### src/rtl/burst_lock_arbiter.sv
module burst_lock_arbiter #(
  parameter int ADDR_W = 16,
  parameter int DATA_W = 32,
  parameter int BCNT_W = 4
) (
  input  logic                clk,
  input  logic                rst,
  input  logic [ADDR_W-1:0]   m0_address,
  input  logic [BCNT_W-1:0]   m0_burstcount,
  input  logic                m0_read,
  input  logic                m0_write,
  input  logic [DATA_W-1:0]   m0_writedata,
  input  logic [DATA_W/8-1:0] m0_byteenable,
  output logic                m0_waitrequest,
  output logic [DATA_W-1:0]   m0_readdata,
  output logic                m0_readdatavalid,
  input  logic [ADDR_W-1:0]   m1_address,
  input  logic [BCNT_W-1:0]   m1_burstcount,
  input  logic                m1_read,
  input  logic                m1_write,
  input  logic [DATA_W-1:0]   m1_writedata,
  input  logic [DATA_W/8-1:0] m1_byteenable,
  output logic                m1_waitrequest,
  output logic [DATA_W-1:0]   m1_readdata,
  output logic                m1_readdatavalid,
  output logic [ADDR_W-1:0]   s_address,
  output logic [BCNT_W-1:0]   s_burstcount,
  output logic                s_read,
  output logic                s_write,
  output logic [DATA_W-1:0]   s_writedata,
  output logic [DATA_W/8-1:0] s_byteenable,
  input  logic                s_waitrequest,
  input  logic [DATA_W-1:0]   s_readdata,
  input  logic                s_readdatavalid
);

  localparam int BE_W = DATA_W / 8;
  localparam logic [BCNT_W-1:0] BMAX = {1'b1, {(BCNT_W-1){1'b0}}};
  localparam logic [BCNT_W-1:0] ONE  = BCNT_W'(1);

  typedef enum logic [1:0] {PH_IDLE, PH_WR, PH_RD} phase_t;

  phase_t            phase;
  logic              owner;
  logic              last_win;
  logic [BCNT_W-1:0] cnt;

  logic              req0, req1, pick, sel, cmd_open, accept;
  logic              sel_read, sel_write;
  logic [BCNT_W-1:0] eff_bc;
  logic [BE_W-1:0]   sel_be;

  assign req0 = m0_read | m0_write;
  assign req1 = m1_read | m1_write;
  assign pick = (req0 & req1) ? ~last_win : req1;
  assign sel  = (phase == PH_IDLE) ? pick : owner;

  assign sel_read  = sel ? m1_read  : m0_read;
  assign sel_write = sel ? m1_write : m0_write;
  assign sel_be    = sel ? m1_byteenable : m0_byteenable;

  assign cmd_open = ((phase == PH_IDLE) && (req0 | req1)) || (phase == PH_WR);

  assign s_address    = sel ? m1_address    : m0_address;
  assign s_burstcount = sel ? m1_burstcount : m0_burstcount;
  assign s_writedata  = sel ? m1_writedata  : m0_writedata;
  assign s_byteenable = sel_be;
  assign s_write      = cmd_open && sel_write;
  assign s_read       = (phase == PH_IDLE) && cmd_open && sel_read && !sel_write;

  assign accept = (s_read | s_write) & ~s_waitrequest;
  assign eff_bc = (s_burstcount == '0) ? ONE : s_burstcount;

  assign m0_waitrequest = !(cmd_open && (sel == 1'b0)) || s_waitrequest;
  assign m1_waitrequest = !(cmd_open && (sel == 1'b1)) || s_waitrequest;

  assign m0_readdata = s_readdata;
  assign m1_readdata = s_readdata;
  assign m0_readdatavalid = s_readdatavalid && (phase == PH_RD) && (owner == 1'b0);
  assign m1_readdatavalid = s_readdatavalid && (phase == PH_RD) && (owner == 1'b1);

  always_ff @(posedge clk) begin
    if (rst) begin
      phase    <= PH_IDLE;
      owner    <= 1'b0;
      last_win <= 1'b1;
      cnt      <= '0;
    end else begin
      unique case (phase)
        PH_IDLE: if (accept) begin
          owner    <= sel;
          last_win <= sel;
          if (s_write) begin
            cnt   <= eff_bc - ONE;
            phase <= (eff_bc == ONE) ? PH_IDLE : PH_WR;
          end else begin
            cnt   <= eff_bc;
            phase <= PH_RD;
          end
        end
        PH_WR: if (accept) begin
          cnt <= cnt - ONE;
          if (cnt == ONE) phase <= PH_IDLE;
        end
        PH_RD: if (s_readdatavalid) begin
          cnt <= cnt - ONE;
          if (cnt == ONE) phase <= PH_IDLE;
        end
        default: phase <= PH_IDLE;
      endcase
    end
  end

  AST_SINGLE_GRANT: assert property (@(posedge clk) disable iff (rst)
    !(!m0_waitrequest && !m1_waitrequest));

  AST_WR_LOCK_HELD: assert property (@(posedge clk) disable iff (rst)
    (phase == PH_WR && s_write && !s_waitrequest && cnt > ONE) |=> (phase == PH_WR && $stable(owner)));

  AST_RD_QUIET: assert property (@(posedge clk) disable iff (rst)
    (phase == PH_RD) |-> (!s_read && !s_write && m0_waitrequest && m1_waitrequest));

  AST_RD_RELEASE: assert property (@(posedge clk) disable iff (rst)
    (phase == PH_RD && s_readdatavalid && cnt == ONE) |=> (phase == PH_IDLE));

  AST_CNT_BOUND: assert property (@(posedge clk) disable iff (rst)
    (phase != PH_IDLE) |-> (cnt != '0 && cnt <= BMAX));

  AST_SINGLE_WRITE: assert property (@(posedge clk) disable iff (rst)
    (phase == PH_IDLE && s_write && !s_waitrequest && s_burstcount == ONE) |=> (phase == PH_IDLE));

  AST_RDV_ONE_DEST: assert property (@(posedge clk) disable iff (rst)
    $onehot0({m0_readdatavalid, m1_readdatavalid}));

  AST_RESET_CLEAR: assert property (@(posedge clk)
    rst |=> (phase == PH_IDLE && cnt == '0));

endmodule

### config.mk
export PLATFORM = sky130hd
export DESIGN_NAME = burst_lock_arbiter
export DESIGN_NICKNAME = d
export VERILOG_FILES = /design/src/rtl/burst_lock_arbiter.sv
export SDC_FILE = /design/constraint.sdc
export NUM_CORES = 1
export LEC_CHECK = 0
export ABC_AREA = 1
export BUFFER_PORTS_ARGS = -buffer_cell sky130_fd_sc_hd__buf_2
export CORE_AREA = 5 5 105 107
export DETAILED_ROUTE_END_ITERATION = 7
export DIE_AREA = 0 0 110 112
export PLACE_DENSITY = 0.6
export SYNTH_ARGS = -nofsm -noshare
export SYNTH_HDL_FRONTEND = slang
export SYNTH_SLANG_ARGS = --single-unit
export TNS_END_PERCENT = 5
### constraint.sdc
create_clock -name clk -period 2.4 [get_ports clk]
set_clock_uncertainty 0.1 [all_clocks]
set_input_delay 0.24 -clock clk [delete_from_list [all_inputs] [get_ports clk]]
set_output_delay 0.24 -clock clk [all_outputs]
set_load 0.05 [all_outputs]
**After elaboration in Yosys (flattened, before gate mapping)**

Index checks and enable logic that the tools add are counted.

- Flip-flop bits (word level): 8
- Bits in latches: 0
- Memory bits (writable): 0
- ROM bits: 0
- Input bits: 152
- Output and inout port bits: 126
- Word-level logic and storage cells: 66
- Memories kept: 0

- Add/sub/neg operators: 2
- $mul: 0
- Divide/modulo/power cells: 0
- Magnitude comparators: 0
- Eq/ne operators: 7
- Shift-type cells: 0
- Mux-type cells: 21
- Bitwise operators: 10
- Reductions and logical operators: 22

Operator list:

| kind | count |
|---|---|
| $mux W32 | 1 |
| $mux W4 | 7 |
| $mux W16 | 1 |
| $pmux W4 S3 | 1 |
| $logic_and A1 B1 Y1 | 10 |
| $mux W2 | 5 |
| $eq A4 B1 Y1 const B | 2 |
| $sub A4 B1 Y4 const B | 2 |
| $ne A2 B2 Y1 const B | 3 |
| $pmux W2 S3 | 1 |
| $mux W1 | 5 |
| $logic_not A4 Y1 | 1 |
| $not A1 Y1 | 4 |
| $or A1 B1 Y1 | 4 |
| $reduce_and A4 Y1 | 1 |
| $logic_not A1 Y1 | 3 |
| $logic_or A1 B1 Y1 | 3 |
| $reduce_and A3 Y1 | 1 |
| $reduce_bool A3 Y1 | 1 |
| $and A1 B1 Y1 | 2 |
| $eq A2 B1 Y1 const B | 1 |
| $eq A2 B2 Y1 const B | 1 |
| $logic_not A2 Y1 | 1 |
| $reduce_and A2 Y1 | 1 |

**Logic depth before layout (Yosys ltp)**

- Depth in word-level cells: 12
- Mapped depth: 18
- Depth with buffers taken out: 18

**Worst setup path before layout**

OpenSTA, ideal clock, no wires.

- Path kind: register to output
- From: register phase[0]
- To: output s_read
- Arrival: 1.925 ns
- Data required time: 2.060 ns
- Setup slack: 0.135 ns
- Stages on the path, launching flop included: 10
- Buffers on the path: 0
- Path through: dfxtp_1 -> inv_1 -> ha_1 -> inv_2 -> nor2_4 -> nand2_4 -> nand2_8 -> nand2_1 -> nand3_2 -> a21oi_1

- Word-level cells in the longest chain between the ends: 6
- Elaborated cells on any way between the ends: 11
- Classes of those cells: eq/ne (1); mux (3); reduce/logical (7)

Ends and longest elaborated chain:

| what | line | text |
|---|---|---|
| start: declaration | 43 | `phase_t phase;` |
| start signal: assignment | 95 | `phase <= (eff_bc == ONE) ? PH_IDLE : PH_WR;` |
| $logic_not A2 Y1 | 56, 62, 69 |  |
| $logic_and A1 B1 Y1 | 62 | `assign cmd_open = ((phase == PH_IDLE) && (req0 \| req1)) \|\| (phase == PH_WR);` |
| $logic_or A1 B1 Y1 | 62 |  |
| $logic_and A1 B1 Y1 (2 in a row) | 69 | `assign s_read = (phase == PH_IDLE) && cmd_open && sel_read && !sel_write;` |
| $logic_and A1 B1 Y1 * | 69 |  |
| end: declaration | 28 | `output logic s_read,` |

Mark *: on every way between the ends. The rest lies on a longest branch, timed or not.

**Worst setup path in the final report**

- From: register phase[1]
- To: output s_address[2]

- Word-level cells in the longest chain between the ends: 3

Ends and longest elaborated chain:

| what | line | text |
|---|---|---|
| $logic_not A2 Y1 | 56 | `assign sel = (phase == PH_IDLE) ? pick : owner;` |
| $mux W1 | 56 |  |
| $mux W16 | 64 | `assign s_address = sel ? m1_address : m0_address;` |
| end: declaration | 26 | `output logic [ADDR_W-1:0] s_address,` |

No other way between the ends.

==> out/metrics.yaml <==
syn-instance-count: 390
vias: 2529
cpPeakStageDelay_ns: 0.35
startpoint_type: "flop"
min_to: "owner$_SDFFE_PP0P_"
die-area_sq_um: 12300
fin_crit_sh_pct: 92.8
clkSinkCount: 8
grt.overflow.total: 0
clk_pin_slew_ns: 0.04
grt_start_max_net_pins: 34
startpoint: "phase[1]$_SDFFE_PP0P_"
hold_viol_final: 0
crit_fanout: 20
htree_levels: 1
nets: 672
reg2reg_depth: 18
final_cell_mix: "nand2_1 (196), buf_2 (135), clkbuf_4 (34), inv_1 (29), nor2_1 (19)"
grt_pass1_vias: 2206
routed_wl_mm: 8.02
syn2layout_area_growth_pct: 39.7
cp.depth: 11
synth-compound-area-share_pct: 2.94
yosysSeqAreaShare_pct: 7.52
drt_iter0_markers: 88
antenna_found_initial: 0
dr.pass1.iters: 4
synth-seq-cells: 8
p_leak_nw: 1.88
rows: 37
hold_start: "rst"
cts_tree: "built"
critical_path.top_delay_family: "buffers and inverters"
cp.required_ns: 2.06
vias_per_cell: 3.91
ir_drop_v: 0.000692
path_common_cell: "nand2_1"
grt_first_pass_wirelength_mm: 11.0
die_w_um: 110
layout_commonest_cell: "nand2_1"
hold_ws_ns: 0.0761
p_per_area_nw_per_um2: 1270
cp-end-kind: "output pin"
ys_types: 27
track_usage_pct: 11.1
worstMarginPinSlew_ns: 0.268
hpwl_mm: 6.64
coreArea_sq_um: 10000
rrSetupSlack_ns: 0.19
fmax_ghz: 0.449
fin_tns_setup_ns: 0
yosysTopAreaCell: "nand2_1"
clock_path_buffers: 2
outcome: "complete, no violations"
worstPathCellList: "inv_1 -> ha_2 -> inv_2 -> nor2_4 -> nand2_4 -> nand2_8 -> inv_8 -> buf_8 -> nand2_1 -> nand2_1 -> clkbuf_4"
yosysWarnings: 0
port_buffers: 181
synth.net_count: 550
cts_made_buffers: 3
relSlewSlack_pct: 82.3
antennaDiodeCount: 0
drc_errors: 0
initial_core_util_pct: 21.2
synth_simple_gate_area_share_pct: 52.9
syn_avg_cell_area_sq_um: 5.46
setup_viol: 0
rr_startpoint: "phase[1]$_SDFFE_PP0P_"
final_util_pct: 29.6
crit_slowest_cell: "dfxtp_1"
synthXorXnorAreaFrac_pct: 0
ant_nets: 0
synthAdderAreaFrac_pct: 4.70
io-pin-count: 278
hold_path.class: "primary input to flop"
path_buf_inv: 5
gp_congestion: 0.857
wire_per_inst_um: 12.4
insertion_delay_ns: 0.23
min_period_ns: 2.23
root_buffer: "clkbuf_8"
synth_top_area_share_pct: 34.5
r2r-end: "cnt[2]$_SDFFE_PP0P_"
maxSlewViolCount: 0
synthesis.area_sq_um: 2130
chipHeight_um: 112
hold_depth: 2
synth_top_family_by_area: "simple AND/OR/NAND/NOR gates"
crit_arrival_ns: 1.89
drive_gt1_share_pct: 43.9
path_class: "flop to output pin"
synth_mux_area_share_pct: 0.470
maxCapViolations: 0
synth.area.top_cells: "nand2_1 (35%), buf_4 (23%), dfxtp_1 (7.5%)"
[cell families after synthesis]
kind of cell | Yosys count
flops | 8
simple gates | 255
buf+inv | 110
fa+ha+maj | 8
compound gates | 8
mux | 1
[worst max-delay path by stage]
stage                               end  slack (ns)
detailed placement  cnt[1]$_SDFFE_PP0P_        0.13
global placement        s_writedata[20]        0.17
CTS                        s_address[2]      -0.006
finish                     s_address[2]        0.17
global route        cnt[1]$_SDFFE_PP0P_      -0.009
floorplan                        s_read        0.14
[sequential cells by signal (all words and copies together), names as in the netlist]
| signal | cells |
|---|---|
| owner | 1 |
| phase | 2 |
| last_win | 1 |
| cnt | 4 |
[worst reg2reg max path, cell delays in order (launching register included)]
cell and delay [ns]:
dfxtp_1 0.32, inv_1 0.11, ha_2 0.19, inv_2 0.06, nor2_4 0.13, nand2_4 0.09, nand2_8 0.16, nand2_1 0.09
nand2_2 0.12, nand3_4 0.10, nand2_4 0.07, inv_1 0.04, ha_1 0.18, nand2_1 0.06, nand2_1 0.04, nand3_1 0.06
nand2_1 0.06, nor2_1 0.08, nor2_1 0.05
[final cells by class]
| class | count | area, sq um |
|---|---|---|
| inverters | 34 | 135 |
| clock buffers | 3 | 41.3 |
| well taps | 136 | 170 |
| fillers | 1151 | 7070 |
| repair buffers | 193 | 1160 |
| flip-flops and latches | 8 | 161 |
| multi-input cells | 272 | 1300 |
[repair_timing]
item	in CTS	in global routing
pin swaps	0	1
gates cloned	0	1
hold buffers	0	0
buffers inserted	0	5
endpoints found under the setup margin	53	57
resized for setup	11	53
[report_power, final]
part / switching (mW) / internal [mW] / total, mW / leakage [nW]
sequential: 0.0295 / 0.183 / 0.212 / 0.0665
clock: 0.0543 / 0.109 / 0.163 / 0.0216
combinational: 2.38 / 1.02 / 3.39 / 1.79
[per-stage QoR]
stage          instance area [sq um]  instances  total power, mW  setup slack, ns
2_1_floorplan                   2130        390             2.91            0.135
3_3_place_gp                    2710        637             3.34            0.170
3_5_place_dp                    2710        637             3.34            0.125
4_1_cts                         2780        640             3.56         -0.00614
5_1_grt                         2970        646             4.05         -0.00938
6_report                        2970        646             3.77            0.174
[cells in the mapped netlist (all sizes together)]
master  number
nand3       22
nand4        3
a21oi        4
buf         70
or2          1
nand3b       1
nor2        21
mux2i        1
dfxtp        8
clkbuf       6
nand2      207
clkinv       1
inv         33
ha           8
o21ai        4
[layer usage]
layer | global-route usage [%] | vias to the layer above | part of all wire [%]
met5 | 0 | - | 0
met4 | 2.41 | 0 | 0.81
met3 | 2.67 | 11 | 11
met2 | 20.2 | 114 | 49
met1 | 12.7 | 1051 | 38
li1 | - | 1353 | -
No activity file was read; power rests on OpenSTA's default activity.
